File: src/rtl/tcmp_pkg.sv
package tcmp_pkg;
  localparam int REL_W = 5;
  // relation bit positions inside the mask and the hit vector
  localparam int REL_UGT = 0;
  localparam int REL_ULT = 1;
  localparam int REL_EQ  = 2;
  localparam int REL_SGT = 3;
  localparam int REL_SLT = 4;

  localparam logic [3:0] CLASS_PROGRAM = 4'h6;
  localparam logic [3:0] SUB_TRAP      = 4'h2;

  typedef struct packed {
    logic [3:0] cls;
    logic [3:0] sub;
  } trap_cause_t;
endpackage

File: src/rtl/tcmp_operand_fmt.sv
module tcmp_operand_fmt #(
  parameter int DATA_W = 64,
  parameter int WORD_W = 32
) (
  input  logic              dword_i,
  input  logic [DATA_W-1:0] op_i,
  output logic [DATA_W:0]   sx_o,
  output logic [DATA_W:0]   zx_o
);
  localparam int PAD_W = DATA_W + 1 - WORD_W;

  always_comb begin
    if (dword_i) begin
      sx_o = {op_i[DATA_W-1], op_i};
      zx_o = {1'b0, op_i};
    end else begin
      sx_o = {{PAD_W{op_i[WORD_W-1]}}, op_i[WORD_W-1:0]};
      zx_o = {{PAD_W{1'b0}}, op_i[WORD_W-1:0]};
    end
  end
endmodule

File: src/rtl/tcmp_relation_unit.sv
module tcmp_relation_unit
  import tcmp_pkg::*;
#(
  parameter int EXT_W = 65
) (
  input  logic [EXT_W-1:0] a_sx_i,
  input  logic [EXT_W-1:0] b_sx_i,
  input  logic [EXT_W-1:0] a_zx_i,
  input  logic [EXT_W-1:0] b_zx_i,
  output logic [REL_W-1:0] rel_o
);
  logic s_lt, s_gt, u_lt, u_gt, eq;

  always_comb begin
    s_lt = $signed(a_sx_i) < $signed(b_sx_i);
    s_gt = $signed(a_sx_i) > $signed(b_sx_i);
    u_lt = a_zx_i < b_zx_i;
    u_gt = a_zx_i > b_zx_i;
    eq   = a_zx_i == b_zx_i;
    rel_o          = '0;
    rel_o[REL_SLT] = s_lt;
    rel_o[REL_SGT] = s_gt;
    rel_o[REL_EQ]  = eq;
    rel_o[REL_ULT] = u_lt;
    rel_o[REL_UGT] = u_gt;
  end
endmodule

File: src/rtl/tcmp_result_reg.sv
module tcmp_result_reg
  import tcmp_pkg::*;
(
  input  logic             clk,
  input  logic             rst_n,
  input  logic             strobe_i,
  input  logic [REL_W-1:0] hits_i,
  output logic             resp_valid_o,
  output logic             trap_o,
  output trap_cause_t      cause_o,
  output logic [REL_W-1:0] hits_o
);
  logic             valid_d, valid_q;
  logic             trap_d, trap_q;
  trap_cause_t      cause_d, cause_q;
  logic [REL_W-1:0] hits_q;
  logic             hits_en;

  always_comb begin
    hits_en = strobe_i;
    valid_d = strobe_i;
    trap_d  = strobe_i & (|hits_i);
    cause_d = '0;
    if (trap_d) begin
      cause_d.cls = CLASS_PROGRAM;
      cause_d.sub = SUB_TRAP;
    end
  end

  always_ff @(posedge clk or negedge rst_n) begin
    if (!rst_n) begin
      valid_q <= 1'b0;
      trap_q  <= 1'b0;
      cause_q <= '0;
    end else begin
      valid_q <= valid_d;
      trap_q  <= trap_d;
      cause_q <= cause_d;
    end
  end

  always_ff @(posedge clk or negedge rst_n) begin
    if (!rst_n) begin
      hits_q <= '0;
    end else if (hits_en) begin
      hits_q <= hits_i;
    end
  end

  assign resp_valid_o = valid_q;
  assign trap_o       = trap_q;
  assign cause_o      = cause_q;
  assign hits_o       = hits_q;
endmodule

File: src/rtl/tcmp_trap_cmp.sv
module tcmp_trap_cmp
  import tcmp_pkg::*;
#(
  parameter int DATA_W = 64,
  parameter int WORD_W = 32
) (
  input  logic              clk,
  input  logic              rst_n,
  input  logic              req_valid_i,
  input  logic              dword_i,
  input  logic [4:0]        cond_mask_i,
  input  logic [DATA_W-1:0] op_a_i,
  input  logic [DATA_W-1:0] op_b_i,
  output logic              resp_valid_o,
  output logic              trap_o,
  output logic [7:0]        trap_cause_o,
  output logic [4:0]        rel_hits_o
);
  localparam int EXT_W  = DATA_W + 1;
  localparam int N_OPND = 2;

  logic [N_OPND-1:0][DATA_W-1:0] opnd;
  logic [N_OPND-1:0][EXT_W-1:0]  opnd_sx;
  logic [N_OPND-1:0][EXT_W-1:0]  opnd_zx;
  logic [REL_W-1:0]              rel;
  logic [REL_W-1:0]              hits;
  trap_cause_t                   cause;

  assign opnd[0] = op_a_i;
  assign opnd[1] = op_b_i;

  for (genvar g = 0; g < N_OPND; g++) begin : g_fmt
    tcmp_operand_fmt #(
      .DATA_W (DATA_W),
      .WORD_W (WORD_W)
    ) u_fmt (
      .dword_i (dword_i),
      .op_i    (opnd[g]),
      .sx_o    (opnd_sx[g]),
      .zx_o    (opnd_zx[g])
    );
  end

  tcmp_relation_unit #(
    .EXT_W (EXT_W)
  ) u_rel (
    .a_sx_i (opnd_sx[0]),
    .b_sx_i (opnd_sx[1]),
    .a_zx_i (opnd_zx[0]),
    .b_zx_i (opnd_zx[1]),
    .rel_o  (rel)
  );

  assign hits = rel & cond_mask_i;

  tcmp_result_reg u_res (
    .clk          (clk),
    .rst_n        (rst_n),
    .strobe_i     (req_valid_i),
    .hits_i       (hits),
    .resp_valid_o (resp_valid_o),
    .trap_o       (trap_o),
    .cause_o      (cause),
    .hits_o       (rel_hits_o)
  );

  assign trap_cause_o = cause;
endmodule

File: config.mk
export PLATFORM = sky130hd
export DESIGN_NAME = tcmp_trap_cmp
export DESIGN_NICKNAME = d
export VERILOG_FILES = /design/src/rtl/tcmp_pkg.sv /design/src/rtl/tcmp_operand_fmt.sv /design/src/rtl/tcmp_relation_unit.sv /design/src/rtl/tcmp_result_reg.sv /design/src/rtl/tcmp_trap_cmp.sv
export SDC_FILE = /design/constraint.sdc
export NUM_CORES = 1
export LEC_CHECK = 0
export BUFFER_PORTS_ARGS = -buffer_cell sky130_fd_sc_hd__buf_4
export CELL_PAD_IN_SITES_DETAIL_PLACEMENT = 1
export CELL_PAD_IN_SITES_GLOBAL_PLACEMENT = 1
export CORE_ASPECT_RATIO = 1.5
export CORE_MARGIN = 3
export CORE_UTILIZATION = 33
export CTS_CLUSTER_SIZE = 25
export DETAILED_ROUTE_END_ITERATION = 7
export PLACE_DENSITY_LB_ADDON = 0.1
export SETUP_SLACK_MARGIN = 0.1
export SLEW_MARGIN = 20
export SYNTH_ARGS = -nofsm -noshare
export SYNTH_HDL_FRONTEND = slang
export SYNTH_SLANG_ARGS = --single-unit
File: constraint.sdc
create_clock -name clk -period 0.8 [get_ports clk]
set_input_delay 0 -clock clk [delete_from_list [all_inputs] [get_ports clk]]
set_output_delay 0 -clock clk [all_outputs]
set_load 0.005 [all_outputs]
==> summary.md <==
| Metric | Value |
|---|---|
| Clock power frac | `0.184` |
| DR iter-0 viols | `78` |
| H-tree levels | `1` |
| Slew Limit Fails | `0` |
| Most common cell after layout, fill and taps aside | `buf_4` |
| Mean Syn Cell Area | `6.990 um2` |
| First-pass GRT wire length | `21220 um` |
| Number of synthesized flops with an enable pin | `0` |
| Worst EP required | `950 ps` |
| Placed Area | `slightly above 5000 um2` |
| Status | `finished, violations left` |
| Register share of total power | `0.090` |
| Die ar. | `11300 um2` |
| Ys Warns | `0` |
| Cells along the critical path | `buf_12 > buf_12 > and2_4 > nand2b_4 > ha_4 > nand4_1 > nor4_4 > buf_4 > buf_4 > o31a_1 > a31oi_1 > o211ai_2 > mux2_4 > a41oi_2` |
| Post-route clock period utilization | `2.903` |
| FF+latch count, synth | `7` |
| Library cells used by synthesis | `42` |
| CP delay by family, top | `simple AND/OR/NAND/NOR gates` |
| Final hold viol count | `0` |
| DRC Markers | `0` |
| Die width | `~88 um` |
| Worst setup margin | `-1523 ps` |
| Final instance area | `5881 um2` |
| I/O Pins | `152` |
| Seq/Total Area, Yosys | `0.05287` |
| Ys flop type | `dfrtp_1` |
| Multi-input logic area | `3278 um2` |
| Vias in the first global route | `approximately 5000` |
| Initial antenna violation count | `0` |
| CP Max Fanout | `15` |
| Clock root cell | `clkbuf_16` |
| Final-layout fill cell count | `about 1200` |
| RSZ-0062 raised after global routing | `yes` |
| Post-Syn Area | `3313 um2` |
| Overflow left after global routing | `0` |
| Effective utilization at floorplan | `0.3400` |
| Comb pwr share | `0.726` |
| First-pass iteration count of the detailed router | `4` |
| Maxcap violations | `0` |
| Layout area overhead | `77.49%` |
| Final setup fails | `10` |
| Final core occ | `0.6035` |
| DR vias | `4274` |
| Final nets | `between 900 and 1000` |
| Port Buf Inserts | `146` |
| Clock tree sinks | `7` |
| Register area | `175.2 um2` |
| Worst Setup SP | `dword_i` |
| Post-Syn Instances | `474` |
| Switch Pwr | `1.813 mW` |
| TritonCTS Buffers | `3` |
| Detailed Route WL | `between 10000 and 15000 um` |
| Hold path start | `cond_mask_i[1]` |
| Total internal power | `2.990 mW` |
| Hpwl dp | `10570 um` |
| Origin of the critical flop-to-flop path | `u_res.hits_o[2]$_DFFE_PN0P_` |
| PD cells | `816.8 nW/um2` |
| Core area | `between 9000 and 10000 um2` |
| Worst-skew pair later-pin latency | `240 ps` |
| Antenna viol nets, final | `0` |
| Kind of critical path | `in -> reg` |
| CP Launch Type | `primary input` |
| Max clock buf depth | `2` |
| CP Capture Type | `register` |
| WL per Instance | `between 15 and 20 um` |
| Max Clk Rate | `430.6 MHz` |
| Worst Path Arrival | `2480 ps` |
| Post-layout min period | `~2300 ps` |
| Vias per cell | `5.329` |
| Die Span Y | `128.7 um` |
| Commonest non-fill, non-tap cells in the layout | `buf_4 (201), ha_1 (83), nand2_1 (71)` |
| Num rows | `between 40 and 50` |
| Antenna diodes | `0` |
| Share of synthesized flip-flops with an asynchronous set or reset | `1.000` |
| Peak supply drop | `518.5 uV` |
| Largest net degree at the start of global routing | `16` |
| Clk slew on worst S/H paths | `40 ps` |
| HP Class | `in -> reg` |
| Share of cells above drive strength 1 | `0.4454` |
| GPL Wtd Cong | `0.8514` |
| Buf+Inv Stages, Crit Path | `4` |
| Switch share | `0.3775` |
| Failing checks | `setup timing` |
| CP max stage cell | `nor4_4` |
| Max incr delay on CP | `370 ps` |
| Pleak | `3.131 nW` |
| TritonCTS clock tree | `yes` |
| Total GRT Usage | `0.2324` |
| Final Skew | `0 ps` |
[cells in the mapped netlist, types with 3 or more instances]
cell / n / area, um2
a211oi_1: 8 / 60.06
a21o_1: 8 / 60.06
a21oi_1: 62 / 310.3
a221oi_1: 3 / 26.28
and2_1: 19 / 118.9
buf_4: 8 / 60.06
clkbuf_1: 17 / 63.81
dfrtp_1: 7 / 175.2
ha_1: 96 / 1201
inv_1: 50 / 187.7
nand2_1: 78 / 292.8
nand2b_1: 22 / 137.6
nand3_1: 13 / 65.06
nand4_1: 20 / 125.1
nor2_1: 10 / 37.54
nor3_1: 4 / 20.02
nor4_1: 4 / 25.02
o21ai_0: 14 / 70.07
[power by group through the flow]
stage	combinational [mW]	clock [mW]	sequential [mW]
floorplan	1.64	0	0.426
global placement	2.82	0	0.422
detailed placement	2.95	0	0.426
CTS	3.31	0.871	0.433
global route	3.87	0.912	0.438
finish	3.49	0.882	0.433
[repair_timing]
| item | in CTS | in global routing |
|---|---|---|
| hold endpoints to repair | 8 | 0 |
| gates cloned | 5 | 1 |
| setup endpoints to repair | 16 | 16 |
| setup buffers | 8 | 5 |
| gates resized for setup | 44 | 26 |
| pin swaps | 26 | 23 |
| hold buffers | 2 | 0 |
[worst min-delay path, stage by stage]
cell	delay, ps
buf_4	110
inv_1	60
o31ai_1	70
[path summary, 6_finish.rpt]
| check | depth (start not counted) | slack, ps | end |
|---|---|---|---|
| max | 14 | -1520 | u_res.cause_o[5]$_DFF_PN0_ |
| min | 3 | 40 | u_res.hits_o[1]$_DFFE_PN0P_ |
| max reg2reg | 2 | 80 | u_res.hits_o[2]$_DFFE_PN0P_ |
| min reg2reg | 2 | 510 | u_res.hits_o[1]$_DFFE_PN0P_ |
| max in group asynchronous | 2 | 560 | u_res.hits_o[1]$_DFFE_PN0P_ |
| min in group asynchronous | 2 | 120 | u_res.hits_o[0]$_DFFE_PN0P_ |
[cells by family after synthesis]
group,share of synthesized area
and+or+nand+nor,0.2666
other,0.001132
muxes,0.009064
DFF,0.05287
buffers and inverters,0.09517
AOI/OAI and AO/OA,0.2126
adders and majority gates,0.3625
[through the flow]
stage	hold WS (ps)	TNS [ps]	total power, mW	cells	worst slack (ps)
finish	39.93	-8139	4.803	802	-1523
global route	61.05	-8890	5.223	802	-1582
CTS	55.72	-7694	4.613	797	-1417
detailed placement	-182.6	-9684	3.376	778	-1752
global placement	-185.6	-9249	3.245	778	-1666
floorplan	-295.6	-7182	2.067	478	-1419
[sequential cells by signal, indices dropped and copies added (netlist names)]
signal / count
u_res.hits_o: 5
u_res.cause_o: 1
u_res.resp_valid_o: 1
[per-layer routing]
layer | part of all wire | up-vias | GRT usage
met4 | 0.032 | 0 | 0.07136
met5 | 0 | - | 0
met3 | 0.052 | 29 | 0.04100
met1 | 0.35 | 2023 | 0.2240
met2 | 0.57 | 124 | 0.4765
li1 | - | 2098 | -
[final cells by class]
type	instances	area share
well taps	115	0.02447
multi-input cells	395	0.5574
flip-flops and latches	7	0.02979
clock buffers	4	0.01340
inverters	50	0.03234
repair buffers	231	0.3426
Note: power is estimated with default switching activity, not from simulation.
